File: src/rtl/fwg_pkg.sv
package fwg_pkg;
  typedef enum logic [2:0] {
    OP_STATUS = 3'd0,
    OP_PROG   = 3'd1,
    OP_SECTOR = 3'd2,
    OP_BLOCK  = 3'd3,
    OP_CHIP   = 3'd4
  } opKind_e;

  typedef struct packed {
    logic statusWrite;
    logic decide;
  } ctrlStrobe_t;

  localparam logic [7:0] STATUS_MASK = 8'h9C;
  localparam logic [7:0] STATUS_INIT = 8'h1C;
endpackage

File: src/rtl/fwg_datapath.sv
module fwg_datapath
  import fwg_pkg::*;
#(
  parameter int ADDR_W   = 19,
  parameter int BLOCK_W  = 3,
  parameter int SECTOR_W = 12
) (
  input  logic              clk,
  input  logic              rstN,
  input  logic              wpN,
  input  ctrlStrobe_t       strobes,
  input  logic [ADDR_W-1:0] reqAddr,
  input  logic [7:0]        reqStatus,
  output logic [7:0]        statusOut,
  output logic              lockActive,
  output logic              bpZero,
  output logic              hitByte,
  output logic              hitSector,
  output logic              hitBlock
);
  localparam int NUM_BLOCKS  = 1 << BLOCK_W;
  localparam int BLOCK_SHIFT = ADDR_W - BLOCK_W;
  localparam int CNT_W       = BLOCK_W + 1;
  localparam int BOUND_W     = ADDR_W + 1;

  logic [7:0]         statusReg;
  logic [2:0]         bpCode;
  logic [CNT_W-1:0]   protCount;
  logic [BOUND_W-1:0] bound;
  logic [BOUND_W-1:0] endByte, endSector, endBlock;

  always_ff @(posedge clk or negedge rstN) begin
    if (!rstN)                    statusReg <= STATUS_INIT;
    else if (strobes.statusWrite) statusReg <= reqStatus & STATUS_MASK;
  end

  assign statusOut  = statusReg;
  assign bpCode     = statusReg[4:2];
  assign lockActive = !wpN && statusReg[7];
  assign bpZero     = (bpCode == 3'd0);

  // Protected block count doubles per code step until the whole array is covered.
  always_comb begin
    if (bpCode == 3'd0)
      protCount = '0;
    else if (int'(bpCode) > BLOCK_W)
      protCount = CNT_W'(NUM_BLOCKS);
    else
      protCount = CNT_W'(1) << (bpCode - 3'd1);
  end

  assign bound = BOUND_W'(CNT_W'(NUM_BLOCKS) - protCount) << BLOCK_SHIFT;

  // Last byte of each region kind; protection starts at the top, so an
  // overlap exists exactly when the region end reaches the bound.
  assign endByte   = {1'b0, reqAddr};
  assign endSector = {1'b0, reqAddr | ADDR_W'((1 << SECTOR_W) - 1)};
  assign endBlock  = {1'b0, reqAddr | ADDR_W'((1 << BLOCK_SHIFT) - 1)};

  assign hitByte   = (protCount != '0) && (endByte   >= bound);
  assign hitSector = (protCount != '0) && (endSector >= bound);
  assign hitBlock  = (protCount != '0) && (endBlock  >= bound);

  a_r5_locked_status_frozen: assert property (@(posedge clk) disable iff (!rstN)
    lockActive |=> $stable(statusReg));
  a_r4_reserved_bits_zero: assert property (@(posedge clk) disable iff (!rstN)
    (statusReg & ~STATUS_MASK) == 8'h00);
  a_r6_all_code_hits_bottom: assert property (@(posedge clk) disable iff (!rstN)
    (bpCode[2] && reqAddr == '0) |-> hitByte);
  a_r6_zero_code_no_hit: assert property (@(posedge clk) disable iff (!rstN)
    bpZero |-> !(hitByte || hitSector || hitBlock));
endmodule

File: src/rtl/fwg_ctrl.sv
module fwg_ctrl
  import fwg_pkg::*;
(
  input  logic        clk,
  input  logic        rstN,
  input  logic        reqValid,
  input  logic [2:0]  reqKind,
  input  logic        lockActive,
  input  logic        bpZero,
  input  logic        hitByte,
  input  logic        hitSector,
  input  logic        hitBlock,
  output ctrlStrobe_t strobes,
  output logic        respValid,
  output logic        respAllow,
  output logic        respDeny
);
  logic allowNow;

  always_comb begin
    case (reqKind)
      OP_STATUS: allowNow = !lockActive;
      OP_PROG:   allowNow = !hitByte;
      OP_SECTOR: allowNow = !hitSector;
      OP_BLOCK:  allowNow = !hitBlock;
      OP_CHIP:   allowNow = bpZero;
      default:   allowNow = 1'b0;
    endcase
  end

  assign strobes.decide      = reqValid;
  assign strobes.statusWrite = reqValid && (reqKind == OP_STATUS) && allowNow;

  always_ff @(posedge clk or negedge rstN) begin
    if (!rstN) begin
      respValid <= 1'b0;
      respAllow <= 1'b0;
      respDeny  <= 1'b0;
    end else begin
      respValid <= strobes.decide;
      respAllow <= strobes.decide && allowNow;
      respDeny  <= strobes.decide && !allowNow;
    end
  end

  a_r1_resp_follows_req: assert property (@(posedge clk) disable iff (!rstN)
    reqValid |=> respValid);
  a_r1_no_spurious_resp: assert property (@(posedge clk) disable iff (!rstN)
    !reqValid |=> !respValid);
  a_r2_one_outcome: assert property (@(posedge clk) disable iff (!rstN)
    respValid |-> $onehot({respAllow, respDeny}));
  a_r2_idle_quiet: assert property (@(posedge clk) disable iff (!rstN)
    !respValid |-> !(respAllow || respDeny));
  a_r5_lock_denies: assert property (@(posedge clk) disable iff (!rstN)
    (reqValid && reqKind == 3'd0 && lockActive) |=> respDeny);
  a_r7_program_hit_denied: assert property (@(posedge clk) disable iff (!rstN)
    (reqValid && reqKind == 3'd1 && hitByte) |=> respDeny);
  a_r9_chip_needs_zero: assert property (@(posedge clk) disable iff (!rstN)
    (reqValid && reqKind == 3'd4 && !bpZero) |=> respDeny);
  a_r10_unknown_denied: assert property (@(posedge clk) disable iff (!rstN)
    (reqValid && reqKind > 3'd4) |=> respDeny);
endmodule

File: src/rtl/flash_write_guard.sv
module flash_write_guard
  import fwg_pkg::*;
#(
  parameter int ADDR_W   = 19,
  parameter int BLOCK_W  = 3,
  parameter int SECTOR_W = 12
) (
  input  logic              clk,
  input  logic              rstN,
  input  logic              wpN,
  input  logic              reqValid,
  input  logic [2:0]        reqKind,
  input  logic [ADDR_W-1:0] reqAddr,
  input  logic [7:0]        reqStatus,
  output logic [7:0]        statusOut,
  output logic              respValid,
  output logic              respAllow,
  output logic              respDeny
);
  ctrlStrobe_t strobes;
  logic lockActive, bpZero, hitByte, hitSector, hitBlock;

  fwg_ctrl uCtrl (
    .clk(clk), .rstN(rstN), .reqValid(reqValid), .reqKind(reqKind),
    .lockActive(lockActive), .bpZero(bpZero), .hitByte(hitByte),
    .hitSector(hitSector), .hitBlock(hitBlock), .strobes(strobes),
    .respValid(respValid), .respAllow(respAllow), .respDeny(respDeny)
  );

  fwg_datapath #(.ADDR_W(ADDR_W), .BLOCK_W(BLOCK_W), .SECTOR_W(SECTOR_W)) uData (
    .clk(clk), .rstN(rstN), .wpN(wpN), .strobes(strobes), .reqAddr(reqAddr),
    .reqStatus(reqStatus), .statusOut(statusOut), .lockActive(lockActive),
    .bpZero(bpZero), .hitByte(hitByte), .hitSector(hitSector), .hitBlock(hitBlock)
  );
endmodule

File: config.mk
export PLATFORM = sky130hd
export DESIGN_NAME = flash_write_guard
export DESIGN_NICKNAME = d
export VERILOG_FILES = /design/src/rtl/fwg_pkg.sv /design/src/rtl/fwg_datapath.sv /design/src/rtl/fwg_ctrl.sv /design/src/rtl/flash_write_guard.sv
export SDC_FILE = /design/constraint.sdc
export NUM_CORES = 1
export LEC_CHECK = 0
export ABC_AREA = 0
export BUFFER_PORTS_ARGS = -buffer_cell sky130_fd_sc_hd__buf_2
export CELL_PAD_IN_SITES_DETAIL_PLACEMENT = 0
export CELL_PAD_IN_SITES_GLOBAL_PLACEMENT = 2
export CORE_ASPECT_RATIO = 0.9
export CORE_MARGIN = 2
export CORE_UTILIZATION = 18
export DETAILED_ROUTE_END_ITERATION = 16
export GPL_ROUTABILITY_DRIVEN = 0
export HOLD_SLACK_MARGIN = 0.12
export PLACE_DENSITY_LB_ADDON = 0.25
export SLEW_MARGIN = 5
export SYNTH_ARGS = -nofsm -noshare
export SYNTH_HDL_FRONTEND = slang
export SYNTH_HIERARCHICAL = 1
export SYNTH_SLANG_ARGS = --single-unit
export TNS_END_PERCENT = 50
File: constraint.sdc
create_clock -name clk -period 3.2 [get_ports clk]
set_input_delay 0 -clock clk [delete_from_list [all_inputs] [get_ports clk]]
set_output_delay 0 -clock clk [all_outputs]
set_load 0.02 [all_outputs]
==> results_dict.tcl <==
set metrics [dict create \
    ctsRootBufferMaster "sky130_fd_sc_hd__clkbuf_4" \
    first_pass_iters 3 \
    grtUsageTotal_pct 7.741 \
    critical_path_arrival_ps 3280 \
    synth_area_per_cell_sq_um 9.415 \
    area_growth_syn_to_layout_pct 75.60 \
    grt_start_max_net_pins 8 \
    timing_worst_setup_path_type "reg2reg" \
    cap_violations 0 \
    power_density_over_cell_area_nw_per_um2 498.5 \
    slew_violations 0 \
    run_status "completed" \
    cts_buffer_depth 2 \
    antenna_cells_inserted 0 \
    worstPathRequired_ps 3340 \
    critical_path_cell_with_the_highest_stage_delay "sky130_fd_sc_hd__dfstp_2" \
    slowest_delay_ps 530 \
    initialDrtViolationCount 7 \
    pin_count 45 \
    p_leak_uw 0.0004729 \
    final.setup.worst_slack_ps 55.32 \
    first_pass_grt_wire_length_mm 2.235 \
    drt.antenna.violating_nets 0 \
    worst_clock_skew_ps 4.477 \
    initial_core_util_pct 18.87 \
    nNetsFinal 154 \
    timing.critical_path.from_type "flip-flop" \
    grt_overflow_total 0 \
    timing.critical_path.cells "nor2_2 -> ha_1 -> nor4b_4 -> inv_1 -> ha_4 -> inv_2 -> ha_4 -> a21o_1 -> a21oi_2 -> nor2_2 -> mux2_4 -> or3_4 -> and3_4" \
    shortest_period_the_worst_path_allows_ps 3145 \
    synthesis.instances 61 \
    via_count 620 \
    grt_antenna_before_repair 0 \
    core_area_sq_um 3043 \
    cts.htree.levels 1 \
    avgRoutedWirePerCell_microns 10.09 \
    wl_mm 1.574 \
    final-setup-viol-count 0 \
    die_h_microns 57.59 \
    finalCritPeriodShare_pct 98.27 \
    hold_slack_ps 225.5 \
    dieArea_sq_um 3659 \
    tritoncts "built" \
    pre_cts_ws_ps 37.16 \
    layout-drive-gt1-share_pct 54.39 \
    io_buffers 36 \
    cts.sinks 7 \
    clkSlewWorstSetupHoldPaths_ps 50 \
    rows 19 \
    worst-path-max-fanout 4 \
    cp-end-kind "flip-flop" \
    cts_made_buffers 3 \
    syn-cell-area_sq_um 574.3 \
    detailed_place_hpwl_mm 1.194 \
    power.ir.vdd_worst_mv 0.1734 \
    post_drt_via_cell_ratio 3.974 \
    synth-warning-count 6 \
    number_of_global_route_vias_before_repair 566 \
    p_total_uw 502.7 \
    x_dimension_of_the_die_microns 63.54 \
    final_report_hold_violation_count 0 \
    remaining_drc_errors 0 \
    hp-class "in2reg" \
    worst_skew_pair.late_latency_ps 250 \
    fmax_mhz 318.0 \
]
-- registers in the layout, summed over array words and instances, names as in the netlist --
register and count:
uCtrl/respValid 1, uCtrl/respDeny 1, uData/statusOut 4, uCtrl/respAllow 1
-- worst max-delay path: cells and delay by family, from the launching register on --
kind                       cells  cell delay [ps]
AOI/OAI and AO/OA              2              340
buffers and inverters          2              160
DFF                            1              530
and+or+nand+nor                5              910
adders and majority gates      3              840
muxes                          1              260
-- path summary, 6_finish.rpt --
kind / from / to / slack (ps) / cells past startpoint
min in group asynchronous: rstN / uData/statusOut[3] / 270 / 2
max reg2reg: uData/statusOut[3] / uCtrl/respDeny / 60 / 13
min reg2reg: uData/statusOut[7] / uData/statusOut[7] / 520 / 1
max in group asynchronous: rstN / uCtrl/respValid / 2310 / 3
max: uData/statusOut[3] / uCtrl/respDeny / 60 / 13
min: reqKind[0] / uCtrl/respAllow / 230 / 4
-- area by class of cell --
cell class,instances,area (sq um)
inverter,6,22.52
fill,345,2034
multi-input combinational,46,412.9
timing repair buffer,51,315.3
sequential,7,178.9
clock buffer,4,26.28
tap,42,52.55
-- metrics by stage --
stage / cells / area (sq um) / TNS [ps] / utilization [%]
2_1_floorplan: 64 / 591.8 / -49.44 / -
3_3_place_gp: 141 / 817.0 / 0 / 26.85
3_5_place_dp: 141 / 817.0 / 0 / 26.85
4_1_cts: 154 / 933.4 / 0 / 30.67
5_1_grt: 156 / 1008 / -35.08 / 33.14
6_report: 156 / 1008 / 0 / 33.14
-- layout by cell type, fill, tap and decap left out, types with 2 or more instances in the layout --
master / instances
sky130_fd_sc_hd__ha_4: 2
sky130_fd_sc_hd__nor2_2: 2
sky130_fd_sc_hd__nor2_1: 2
sky130_fd_sc_hd__clkbuf_4: 3
sky130_fd_sc_hd__buf_2: 36
sky130_fd_sc_hd__dfrtp_1: 4
sky130_fd_sc_hd__a21oi_1: 3
sky130_fd_sc_hd__ha_1: 3
sky130_fd_sc_hd__nor3_1: 2
sky130_fd_sc_hd__dfstp_2: 3
sky130_fd_sc_hd__conb_1: 4
sky130_fd_sc_hd__buf_4: 6
sky130_fd_sc_hd__mux2_1: 4
sky130_fd_sc_hd__inv_1: 5
sky130_fd_sc_hd__dlygate4sd3_1: 9
-- where the power goes --
part           internal (uW)  switching (uW)  leakage [uW]
clock network           47.5            31.4     0.0000150
logic                    152             151      0.000377
registers                112            8.73     0.0000809
total                    312             191      0.000473
-- per-layer routing --
layer  global-route usage, %  part of all wire (%)  wire length, microns  vias up
met5                       0                     0                     0        -
met4                  0.9317                     0                     0        0
met3                   2.761                   5.3                    83        0
met2                   15.04                    56                   876       17
met1                   8.252                    39                   614      289
li1                        -                     -                     -      314
-- what timing repair did --
item	4_1_cts	5_1_grt
setup endpoints to repair	0	2
hold endpoints to repair	14	0
buffers inserted	0	2
hold buffers	9	0
gates resized for setup	0	11
Power figures use the tool's default switching activity.
